### src/rtl/lcc_pkg.sv
package lcc_pkg;
  localparam int SEL_W  = 2;
  localparam int MODE_W = 2;
  localparam int SRC_W  = 2;

  typedef enum logic [MODE_W-1:0] {
    MODE_D   = 2'd0,
    MODE_T   = 2'd1,
    MODE_JK  = 2'd2,
    MODE_D2  = 2'd3
  } mode_e;

  typedef enum logic [SRC_W-1:0] {
    SRC_GLB  = 2'd0,
    SRC_SUMC = 2'd1,
    SRC_SUMD = 2'd2,
    SRC_GLB2 = 2'd3
  } src_e;

  typedef enum logic [SEL_W-1:0] {
    OSEL_Q = 2'd0,
    OSEL_A = 2'd1,
    OSEL_B = 2'd2,
    OSEL_C = 2'd3
  } osel_e;

  typedef struct packed {
    logic clr;
    logic set;
    logic j;
    logic k;
  } ctl_t;
endpackage

### src/rtl/lcc_route.sv
module lcc_route
  import lcc_pkg::*;
(
  input  logic             sum_a,
  input  logic             sum_b,
  input  logic             sum_c,
  input  logic             sum_d,
  input  logic             glb_preset,
  input  logic             glb_reset,
  input  logic [SRC_W-1:0] cfg_clk_src,
  input  logic             cfg_b_preset,
  input  logic             cfg_c_reset,
  output ctl_t             ctl,
  output logic             comb_a,
  output logic             comb_b,
  output logic             comb_c,
  output logic             oe
);
  src_e src;
  logic c_is_clk;
  logic d_is_clk;
  logic c_claimed;

  always_comb begin
    src       = src_e'(cfg_clk_src);
    c_is_clk  = (src == SRC_SUMC);
    d_is_clk  = (src == SRC_SUMD);
    c_claimed = c_is_clk | cfg_c_reset;

    ctl.j   = sum_a;
    ctl.k   = cfg_b_preset ? 1'b0 : sum_b;
    ctl.set = glb_preset | (cfg_b_preset & sum_b);
    ctl.clr = glb_reset | (cfg_c_reset & ~c_is_clk & sum_c);

    comb_a  = sum_a;
    comb_b  = cfg_b_preset ? 1'b0 : sum_b;
    comb_c  = c_claimed ? 1'b0 : sum_c;
    oe      = d_is_clk ? 1'b1 : sum_d;
  end
endmodule

### src/rtl/lcc_clkdet.sv
module lcc_clkdet
  import lcc_pkg::*;
(
  input  logic             clk,
  input  logic             rst_n,
  input  logic             glb_clk,
  input  logic             sum_c,
  input  logic             sum_d,
  input  logic [SRC_W-1:0] cfg_clk_src,
  input  logic             cfg_clk_inv,
  output logic             upd
);
  logic raw;
  logic adj;
  logic prev_q;

  always_comb begin
    unique case (src_e'(cfg_clk_src))
      SRC_SUMC: raw = sum_c;
      SRC_SUMD: raw = sum_d;
      default:  raw = glb_clk;
    endcase
    adj = raw ^ cfg_clk_inv;
    upd = adj & ~prev_q;
  end

  // History starts high so a source already active at release is not an edge.
  always_ff @(posedge clk or negedge rst_n) begin
    if (!rst_n) prev_q <= 1'b1;
    else        prev_q <= adj;
  end


  single_edge_chk: assert property (@(posedge clk) disable iff (!rst_n)
    upd |=> !upd);
endmodule

### src/rtl/lcc_core.sv
module lcc_core
  import lcc_pkg::*;
(
  input  logic              clk,
  input  logic              rst_n,
  input  logic              upd,
  input  ctl_t              ctl,
  input  logic [MODE_W-1:0] cfg_mode,
  input  logic              cfg_dyn,
  input  logic              glb_regtype,
  output logic              q
);
  mode_e eff;
  logic  nxt;

  always_comb begin
    if (cfg_dyn && !glb_regtype) eff = MODE_D;
    else                         eff = mode_e'(cfg_mode);
    unique case (eff)
      MODE_T:  nxt = q ^ ctl.j;
      MODE_JK: nxt = (ctl.j & ~q) | (~ctl.k & q);
      default: nxt = ctl.j;
    endcase
  end

  always_ff @(posedge clk or negedge rst_n) begin
    if (!rst_n)       q <= 1'b0;
    else if (ctl.clr) q <= 1'b0;
    else if (ctl.set) q <= 1'b1;
    else if (upd)     q <= nxt;
  end


  clr_wins_chk: assert property (@(posedge clk) disable iff (!rst_n)
    ctl.clr |=> !q);

  set_wins_chk: assert property (@(posedge clk) disable iff (!rst_n)
    (!ctl.clr && ctl.set) |=> q);

  hold_no_edge_chk: assert property (@(posedge clk) disable iff (!rst_n)
    (!upd && !ctl.clr && !ctl.set) |=> $stable(q));

  t_toggle_chk: assert property (@(posedge clk) disable iff (!rst_n)
    (upd && !ctl.clr && !ctl.set && eff == MODE_T && ctl.j) |=> (q != $past(q)));
endmodule

### src/rtl/lcc_cell.sv
module lcc_cell
  import lcc_pkg::*;
#(
  parameter int NUM_OUTS = 2
) (
  input  logic                      clk,
  input  logic                      rst_n,
  input  logic                      sum_a,
  input  logic                      sum_b,
  input  logic                      sum_c,
  input  logic                      sum_d,
  input  logic                      glb_clk,
  input  logic                      glb_preset,
  input  logic                      glb_reset,
  input  logic                      glb_regtype,
  input  logic [1:0]                cfg_clk_src,
  input  logic                      cfg_clk_inv,
  input  logic [1:0]                cfg_mode,
  input  logic                      cfg_dyn,
  input  logic                      cfg_b_preset,
  input  logic                      cfg_c_reset,
  input  logic [2*NUM_OUTS-1:0]     cfg_out_sel,
  output logic [NUM_OUTS-1:0]       fn_out,
  output logic                      oe
);
  localparam int SELS_W = SEL_W * NUM_OUTS;

  ctl_t ctl;
  logic comb_a, comb_b, comb_c;
  logic upd;
  logic q;

  lcc_route u_route (
    .sum_a(sum_a), .sum_b(sum_b), .sum_c(sum_c), .sum_d(sum_d),
    .glb_preset(glb_preset), .glb_reset(glb_reset),
    .cfg_clk_src(cfg_clk_src), .cfg_b_preset(cfg_b_preset),
    .cfg_c_reset(cfg_c_reset), .ctl(ctl),
    .comb_a(comb_a), .comb_b(comb_b), .comb_c(comb_c), .oe(oe)
  );

  lcc_clkdet u_clkdet (
    .clk(clk), .rst_n(rst_n), .glb_clk(glb_clk), .sum_c(sum_c),
    .sum_d(sum_d), .cfg_clk_src(cfg_clk_src), .cfg_clk_inv(cfg_clk_inv),
    .upd(upd)
  );

  lcc_core u_core (
    .clk(clk), .rst_n(rst_n), .upd(upd), .ctl(ctl), .cfg_mode(cfg_mode),
    .cfg_dyn(cfg_dyn), .glb_regtype(glb_regtype), .q(q)
  );

  logic [SELS_W-1:0] sels;
  assign sels = cfg_out_sel;

  for (genvar i = 0; i < NUM_OUTS; i++) begin : g_out
    always_comb begin
      unique case (osel_e'(sels[i*SEL_W +: SEL_W]))
        OSEL_A:  fn_out[i] = comb_a;
        OSEL_B:  fn_out[i] = comb_b;
        OSEL_C:  fn_out[i] = comb_c;
        default: fn_out[i] = q;
      endcase
    end


    claimed_c_zero_chk: assert property (@(posedge clk) disable iff (!rst_n)
      (sels[i*SEL_W +: SEL_W] == OSEL_C && (cfg_c_reset || cfg_clk_src == SRC_SUMC))
        |-> !fn_out[i]);
  end


  oe_clk_hold_chk: assert property (@(posedge clk) disable iff (!rst_n)
    (cfg_clk_src == SRC_SUMD) |-> oe);
endmodule

### config.mk
export PLATFORM = sky130hd
export DESIGN_NAME = lcc_cell
export DESIGN_NICKNAME = d
export VERILOG_FILES = /design/src/rtl/lcc_pkg.sv /design/src/rtl/lcc_route.sv /design/src/rtl/lcc_clkdet.sv /design/src/rtl/lcc_core.sv /design/src/rtl/lcc_cell.sv
export SDC_FILE = /design/constraint.sdc
export NUM_CORES = 1
export LEC_CHECK = 0
export BUFFER_PORTS_ARGS = -buffer_cell sky130_fd_sc_hd__buf_4
export CAP_MARGIN = 20
export CORE_AREA = 2 2 39 41
export DETAILED_ROUTE_END_ITERATION = 6
export DIE_AREA = 0 0 41 43
export SYNTH_ARGS = -nofsm -noshare
export SYNTH_HDL_FRONTEND = slang
export SYNTH_SLANG_ARGS = --single-unit
### constraint.sdc
create_clock -name clk -period 1.7 [get_ports clk]
set_clock_uncertainty 0.1 [all_clocks]
set_input_delay 0.34 -clock clk [delete_from_list [all_inputs] [get_ports clk]]
set_output_delay 0.34 -clock clk [all_outputs]
set_load 0.02 [all_outputs]
# Yosys cells after proc, flatten, opt, wreduce, memory -nomap -nowiden
# Cells that the tools add are included.
# Widths: inputs -> output; s select.
# classes
eq_ne	10
mux	11
reduce_logical	3
bitwise_logic	16
# ops
operator	count
$eq 2x2->1 const B	6
$eq 2x1->1 const B	4
$and 1x1->1	6
$mux 1	6
$pmux 1 s3	2
$not 1->1	4
$or 1x1->1	4
$pmux 1 s2	2
$reduce_bool 3->1	1
$mux 2	1
$xor 1x1->1	2
$logic_and 1x1->1	1
$logic_not 1->1	1
# totals
register_bits	2
elab_cells	42
output_inout_bits	3
input_bits	22

# Depth between registers and ports, before layout
# Gate-level depths: netlist (run 1).
# logic_depth
word_depth	8
mapped_depth	8
ltp_nobuf	8

# By module
# A second synthesis (run 1) with hierarchy kept.
# unflattened
hier_cells	43
area_unflattened_um2	370.4
# by_module_without_submodules
mod	area_each_um2	seq_area_each_um2	n_inst	cells_each
lcc_core	137.6	25.0	1	18
lcc_clkdet	108.9	26.3	1	13
lcc_route	78.8	0.0	1	10
lcc_cell	45.0	0.0	1	2

# Worst setup path after synthesis (run 1)
# OpenSTA, ideal clock, no wires.
# synth_timing
kind	input to register
from	input glb_regtype
to	register u_core.q
arrival_ns	1.426
t_required_ns	1.518
cell_stages	6
setup_ns	0.082
slack_ns	0.092
path_buffers	0
cell_sequence	nand2b_1 > and2_1 > ha_1 > nand4bb_1 > a22o_1 > a31oi_1
# synth_via
elab_chain_cells	8
elab_cells_between_ends	9
classes_between	eq/ne (2); mux (5); reduce/logical (2)
# synth_rtl
element	line_no	text
start, declared	lcc_cell.sv:15	input logic glb_regtype,
$logic_not 1->1 *	lcc_core.sv:17	if (cfg_dyn && !glb_regtype) eff = MODE_D;
$logic_and 1x1->1 *	lcc_core.sv:17	
$mux 2 *	lcc_core.sv:17	
$eq 2x2->1 / $eq 2x1->1 (equally long branches)	lcc_core.sv:19	unique case (eff)
$pmux 1 s2 *	lcc_core.sv:19	
$mux 1 *	lcc_core.sv:30	else if (upd) q <= nxt;
$mux 1 *	lcc_core.sv:29	else if (ctl.set) q <= 1'b1;
$mux 1 *	lcc_core.sv:28	else if (ctl.clr) q <= 1'b0;
end signal, assigned	lcc_core.sv:30	
end, declared	lcc_core.sv:11	output logic q
# Every way passes the cells marked *; elsewhere a longest branch is shown, timed or not. The select of a mux whose other input is x is not followed.
# A chain may end at the register's enable or synchronous reset.

# Worst setup path in the final report (run 1)
# layout_timing
from	input cfg_clk_src[1]
to	output fn_out[1]
# layout_via
elab_chain_cells	4
# layout_rtl
element	line_no	text
start, declared	lcc_cell.sv:16	input logic [1:0] cfg_clk_src,
$eq 2x1->1	lcc_route.sv:26	c_is_clk = (src == SRC_SUMC);
$or 1x1->1	lcc_route.sv:28	c_claimed = c_is_clk | cfg_c_reset;
$mux 1	lcc_route.sv:37	comb_c = c_claimed ? 1'b0 : sum_c;
$pmux 1 s3	lcc_cell.sv:57	unique case (osel_e'(sels[i*SEL_W +: SEL_W]))
end, declared	lcc_cell.sv:23	output logic [NUM_OUTS-1:0] fn_out,
# Every way passes these cells.

==> qor.yml, run 1 <==
grt:
  globalRouteMet3Util_pct: 3.14
  grt_util_met1_pct: 8.33
  vias_in_the_first_global_route: 440
  gr-total-overflow: 0
  grtUsageTotal_pct: 12.2
  largest_net_degree_at_the_start_of_global_routing: 6
  busiest_layer: "met2"
  grt_pass1_wl_microns: 1450
  groute.layer.met2.usage_pct: 26.3
  grt_antenna_before_repair: 0
final_layout:
  antenna_cells_inserted: 0
  synthToLayoutAreaGrowth_pct: 84.8
  finalInstanceArea_sq_um: 641
  post_route_cells_drive_above_1_share_pct: 58.0
  seq_area_sq_um: 51.3
  finalNetCount: 96
  final.fill_count: 142
  layout.cells.non_filler: 85
  multiInputGateArea_sq_um: 294
die:
  fp.coreArea_sq_um: 1380
  floorplan.initialDensity_pct: 25.0
  design.die.area_sq_um: 1760
  chipHeight_microns: 43
  top_level_ports: 25
  num_rows: 14
  dieWidth_microns: 41
placement:
  place_area_sq_um: 547
  place.detailed.hpwl_microns: 710
  globalplace.congestion: 0.572
  numPortBuffers: 24
  placed_cells: 77
pwr:
  power_per_cell_area_nw_per_um2: 517
  power.total_uw: 331
  irDropWorstVdd_v: 0.000253
  power_leakage_uw: 0.000304
drt:
  route.final.wire_length_microns: 964
  vias_per_cell: 4.85
  drcViolationCount: 0
  route.vias.total: 412
  route.detailed.wl_per_inst_microns: 11.3
  drt_first_pass_iters: 2
  detail-route-antenna-nets: 0
  detailed_router_s_first_iteration_violation_count: 1
clock_tree:
  cts_made_buffers: 3
  clock_tree.root_cell: "sky130_fd_sc_hd__clkbuf_4"
  clk_pin_slew_ps: 30
  tritoncts: "done"
  clock_tree.buffer_depth: 2
  number_of_sinks_handled_by_clock_tree_synthesis: 2
  worst_skew_pair_latency_ps: 230
  htreeDepth: 1
hold_path:
  number_of_stages_on_the_worst_hold_path: 2
  worstHoldPathType: "in -> reg"
critical_path:
  critical_path_required_ps: 1260
  max_fanout_on_critical_path: 2
  start_kind: "input port"
  worstSetupEndpointType: "primary output"
  r2r.worst_path.cells: 5
  timing.critical_path.slowest_stage_cell: "sky130_fd_sc_hd__mux4_2"
  path_cells: "buf_8 > inv_4 > ha_4 > nor3b_2 > mux4_2 > buf_6"
  critPathKind: "in -> out"
  max_stage_delay_ps: 480
  worst_ep_arrival_time_ps: 1290
yosys:
  number_of_enable_flip_flop_cells_after_synthesis: 0
  synth_cell_type_count: 25
  netlist_instances: 37
  synth_seq_area_share_pct: 14.8
  yosys_reg_bits: 2
  yosys_warnings: 0
  synth.net_count: 63
  ys.flop_type: "sky130_fd_sc_hd__dfstp_2"
  synth_area_per_cell_sq_um: 9.37
  ys_async_sr_fraction_pct: 100
  syn_area_sq_um: 347
sta:
  timing_worst_slew_pin_value_ps: 225
  postLayoutSetupSlackWorst_ps: -27.4
  final-hold-violation-count: 0
  fin_crit_sh_pct: 102
  slew_violations: 0
  slew-limit-headroom_pct: 84.8
  fmaxAchievable_mhz: 579
  fin_setup_tns_ps: -54.0
  finalSetupViolCount: 2
  rsz0062_at_grt: "yes"
  finalWorstPathRequiredPeriod_ps: 1730
flow_run:
  drv_cap: 0
status:
  run_status: "complete, but fails checks"
  failed_checks: "negative setup slack"
==> routing by layer <==
layer,up-vias,part of all wire [%]
li1,206,-
met1,187,33
met2,19,56
met3,0,11
met4,0,0
met5,-,0
==> power breakdown <==
group          leakage (uW)  internal, uW  switching, uW
logic              0.000266          91.5           57.9
registers         0.0000232          57.0           5.50
clock network     0.0000150          87.5           31.6
==> state kept, by name, summed over array words and instances, names as in the netlist <==
name	cells
u_core.q	1
u_clkdet.prev_q	1
==> worst max-delay path: cells and delay by family <==
kind,cells,cell delay (ps)
buffers and inverters,3,300
adders and majority gates,1,130
muxes,1,480
and+or+nand+nor,1,50
==> kinds of logic (layout without fill, tap and decap cells) <==
family | after synthesis | after routing | synth area share [%]
mux | 3 | 3 | 15.9
buf+inv | 5 | 37 | 5.42
xor+xnor | 1 | 1 | 2.53
simple gates | 13 | 13 | 26.0
compound gates | 9 | 9 | 20.9
fa+ha+maj | 4 | 4 | 14.4
flops | 2 | 2 | 14.8
==> layout make-up <==
cell class	instances	share of cell area (%)
Clock buffer	4	4.10
Timing Repair Buffer	28	35.5
Tap cell	16	3.13
Multi-Input combinational cell	30	45.9
Sequential cell	2	8.01
Inverter	5	3.32
==> repair_timing <==
| action | in CTS | in global routing |
|---|---|---|
| endpoints found under the hold margin | 2 | 0 |
| hold buffers | 1 | 0 |
| resized for setup | 9 | 0 |
| pin swaps | 2 | 2 |
| buffers inserted | 3 | 0 |
| endpoints found under the setup margin | 2 | 2 |
==> Yosys cell counts (all sizes together) (2+ instances only) <==
library cell,count,area (sq um)
nand2,2,7.51
inv,5,18.8
mux4,2,45.0
ha,4,50.1
nand4bb,2,22.5
o21ai,2,10.0
nor3b,2,15.0
==> placed cells by master (no fill, tap or decap), types with 2 or more instances in the layout <==
cell / n
sky130_fd_sc_hd__ha_1: 3
sky130_fd_sc_hd__nand4bb_1: 2
sky130_fd_sc_hd__o21ai_0: 2
sky130_fd_sc_hd__inv_1: 4
sky130_fd_sc_hd__clkbuf_4: 3
sky130_fd_sc_hd__buf_4: 24
sky130_fd_sc_hd__mux4_2: 2
sky130_fd_sc_hd__buf_6: 2
sky130_fd_sc_hd__nand2_1: 2
==> per-stage QoR <==
stage,hold slack [ps],util (%),setup WS [ps]
floorplan,-55.6,-,91.8
global placement,24.4,39.5,-135
detailed placement,25.1,39.5,-154
CTS,192,46.3,-25.0
global route,208,46.3,-54.3
finish,207,46.3,-27.4
==> path summary, 6_finish.rpt <==
kind	startpoint	end	slack (ps)
min in group asynchronous	rst_n	u_core.q$_DFFE_PN0P_	330
worst max register to register	u_core.q$_DFFE_PN0P_	u_core.q$_DFFE_PN0P_	310
worst max-delay path	cfg_clk_src[1]	fn_out[1]	-30
worst min-delay path	cfg_clk_inv	u_clkdet.prev_q$_DFF_PN1_	210
max in group asynchronous	rst_n	u_clkdet.prev_q$_DFF_PN1_	980
worst min register to register	u_core.q$_DFFE_PN0P_	u_core.q$_DFFE_PN0P_	640
No activity file was read; power rests on OpenSTA's default activity.
==> run 2: changes to the inputs <==
- SETUP_SLACK_MARGIN: default -> 0.15
==> run 2 against run 1 <==
Compared with the run above:
- the flow still finishes with violations (negative setup slack)
- fmax increased by 0.37%
- wire length decreased by 3.0%
- critical path type unchanged
- cell count unchanged
- hold slack improved by 4.8 ps
- core utilization increased by 2.0 points
- non-clock buffer count unchanged
==> qor.yml, run 2 (same netlist as run 1, synthesis figures left out) <==
critical_path:
  start_kind: "input port"
  timing.critical_path.to: "fn_out[0]"
  path_cells: "buf_8 > inv_4 > ha_4 > nor3b_2 > mux4_2 > buf_6"
  max_stage_delay_ps: 470
  cp_num_cells: 6
  worstSetupEndpointType: "primary output"
  cp_num_buf_inv: 3
  setup.reg_to_reg.worst_slack_ps: 360
  r2r.worst_path.cells: 5
  critPathTopFamily: "multiplexers"
  critPathKind: "in -> out"
  regToRegEndpoint: "u_core.q$_DFFE_PN0P_"
  critical_path.startpoint: "cfg_clk_src[1]"
  critical_path_required_ps: 1260
  timing.critical_path.slowest_stage_cell: "sky130_fd_sc_hd__mux4_2"
  regToRegStartpoint: "u_core.q$_DFFE_PN0P_"
  max_fanout_on_critical_path: 2
  worst_ep_arrival_time_ps: 1280
clock_tree:
  tritoncts: "done"
  number_of_sinks_handled_by_clock_tree_synthesis: 2
  clock_tree.buffer_depth: 2
  worst_skew_pair_latency_ps: 230
  clk_pin_slew_ps: 30
  clock_tree.root_cell: "sky130_fd_sc_hd__clkbuf_4"
  cts_made_buffers: 3
  htreeDepth: 1
die:
  top_level_ports: 25
  design.die.area_sq_um: 1760
  chipHeight_microns: 43
  dieWidth_microns: 41
  fp.coreArea_sq_um: 1380
  floorplan.initialDensity_pct: 25.0
  num_rows: 14
drt:
  detailed_router_s_first_iteration_violation_count: 1
  route.detailed.wl_per_inst_microns: 11.0
  route.final.wire_length_microns: 935
  drcViolationCount: 0
  route.vias.total: 426
  vias_per_cell: 5.01
  detail-route-antenna-nets: 0
  drt_first_pass_iters: 4
placement:
  place_worst_setup_slack_ps: -84.9
  place.detailed.hpwl_microns: 758
  placed_cells: 78
  numPortBuffers: 24
  globalplace.congestion: 0.626
sta:
  fmaxAchievable_mhz: 581
  rsz0062_at_grt: "yes"
  fin_setup_tns_ps: -38.0
  timing_worst_slew_pin_value_ps: 232
  slew-limit-headroom_pct: 84.4
  slew_violations: 0
  fin_crit_sh_pct: 101
  finalWorstPathRequiredPeriod_ps: 1720
  worst_hold_slack_ps: 212
  postLayoutSetupSlackWorst_ps: -21.0
  final-hold-violation-count: 0
  finalSetupViolCount: 2
hold_path:
  worstHoldPathType: "in -> reg"
  number_of_stages_on_the_worst_hold_path: 2
final_layout:
  synthToLayoutAreaGrowth_pct: 92.8
  largestRegisters: "u_clkdet.prev_q: 1 flops, u_core.q: 1 flops"
  finalNetCount: 96
  layout.cells.non_filler: 85
  post_route_cells_drive_above_1_share_pct: 65.2
  final.fill_count: 136
  antenna_cells_inserted: 0
  layout_commonest_cell: "sky130_fd_sc_hd__buf_4"
  layout.cells.most_common_list: "24 x sky130_fd_sc_hd__buf_4, 4 x sky130_fd_sc_hd__inv_1, 3 x sky130_fd_sc_hd__clkbuf_4"
flow_run:
  drv_cap: 0
grt:
  gr-total-overflow: 0
  vias_in_the_first_global_route: 407
  largest_net_degree_at_the_start_of_global_routing: 6
  grt_pass1_wl_microns: 1380
  grtUsageTotal_pct: 11.6
  grt_antenna_before_repair: 0
pwr:
  irDropWorstVdd_v: 0.000217
  power_leakage_uw: 0.000309
  power_per_cell_area_nw_per_um2: 515
status:
  failed_checks: "negative setup slack"
  run_status: "complete, but fails checks"
==> run 2: worst min-delay path by stage <==
stage	end	slack, ps	from
6_report	u_clkdet.prev_q$_DFF_PN1_	210	cfg_clk_inv
5_1_grt	u_clkdet.prev_q$_DFF_PN1_	210	cfg_clk_inv
4_1_cts	u_clkdet.prev_q$_DFF_PN1_	200	cfg_clk_inv
3_5_place_dp	u_core.q$_DFFE_PN0P_	20	rst_n
3_3_place_gp	u_core.q$_DFFE_PN0P_	30	rst_n
2_1_floorplan	u_core.q$_DFFE_PN0P_	-60	rst_n
==> run 2: metrics by stage <==
step	util, %	area (sq um)	power [uW]
2_1_floorplan	-	364	133
3_3_place_gp	41.3	572	197
3_5_place_dp	41.3	572	200
4_1_cts	45.5	629	334
5_1_grt	48.3	668	371
6_report	48.3	668	344
==> run 2: report_power, final <==
| part | leakage (uW) | total [uW] | switching [uW] | internal, uW |
|---|---|---|---|---|
| logic | 0.000271 | 160 | 62.3 | 97.9 |
| registers | 0.0000232 | 64.2 | 7.07 | 57.2 |
| clock network | 0.0000150 | 120 | 32.2 | 87.4 |
==> run 2: layer usage <==
metal | wire length, microns | vias to the layer above | global-route usage (%)
met5 | 0 | - | 0
met1 | 348 | 194 | 10.7
li1 | - | 205 | -
met4 | 11 | 0 | 8.00
met3 | 83 | 2 | 1.57
met2 | 492 | 25 | 20.9
==> run 2: area by class of cell <==
cell class,count,area [sq um],share of cell area [%]
Multi-Input combinational cell,30,322,48.1
Timing Repair Buffer,28,228,34.1
Sequential cell,2,51.3,7.68
Tap cell,16,20.0,3.00
Clock buffer,4,26.3,3.93
Inverter,5,21.3,3.18
==> run 2: repair_timing <==
action,4_1_cts,5_1_grt
hold buffers,1,0
pin swaps,2,3
buffers inserted,1,1
endpoints found under the setup margin,3,4
resized for setup,4,6
hold endpoints to repair,2,0
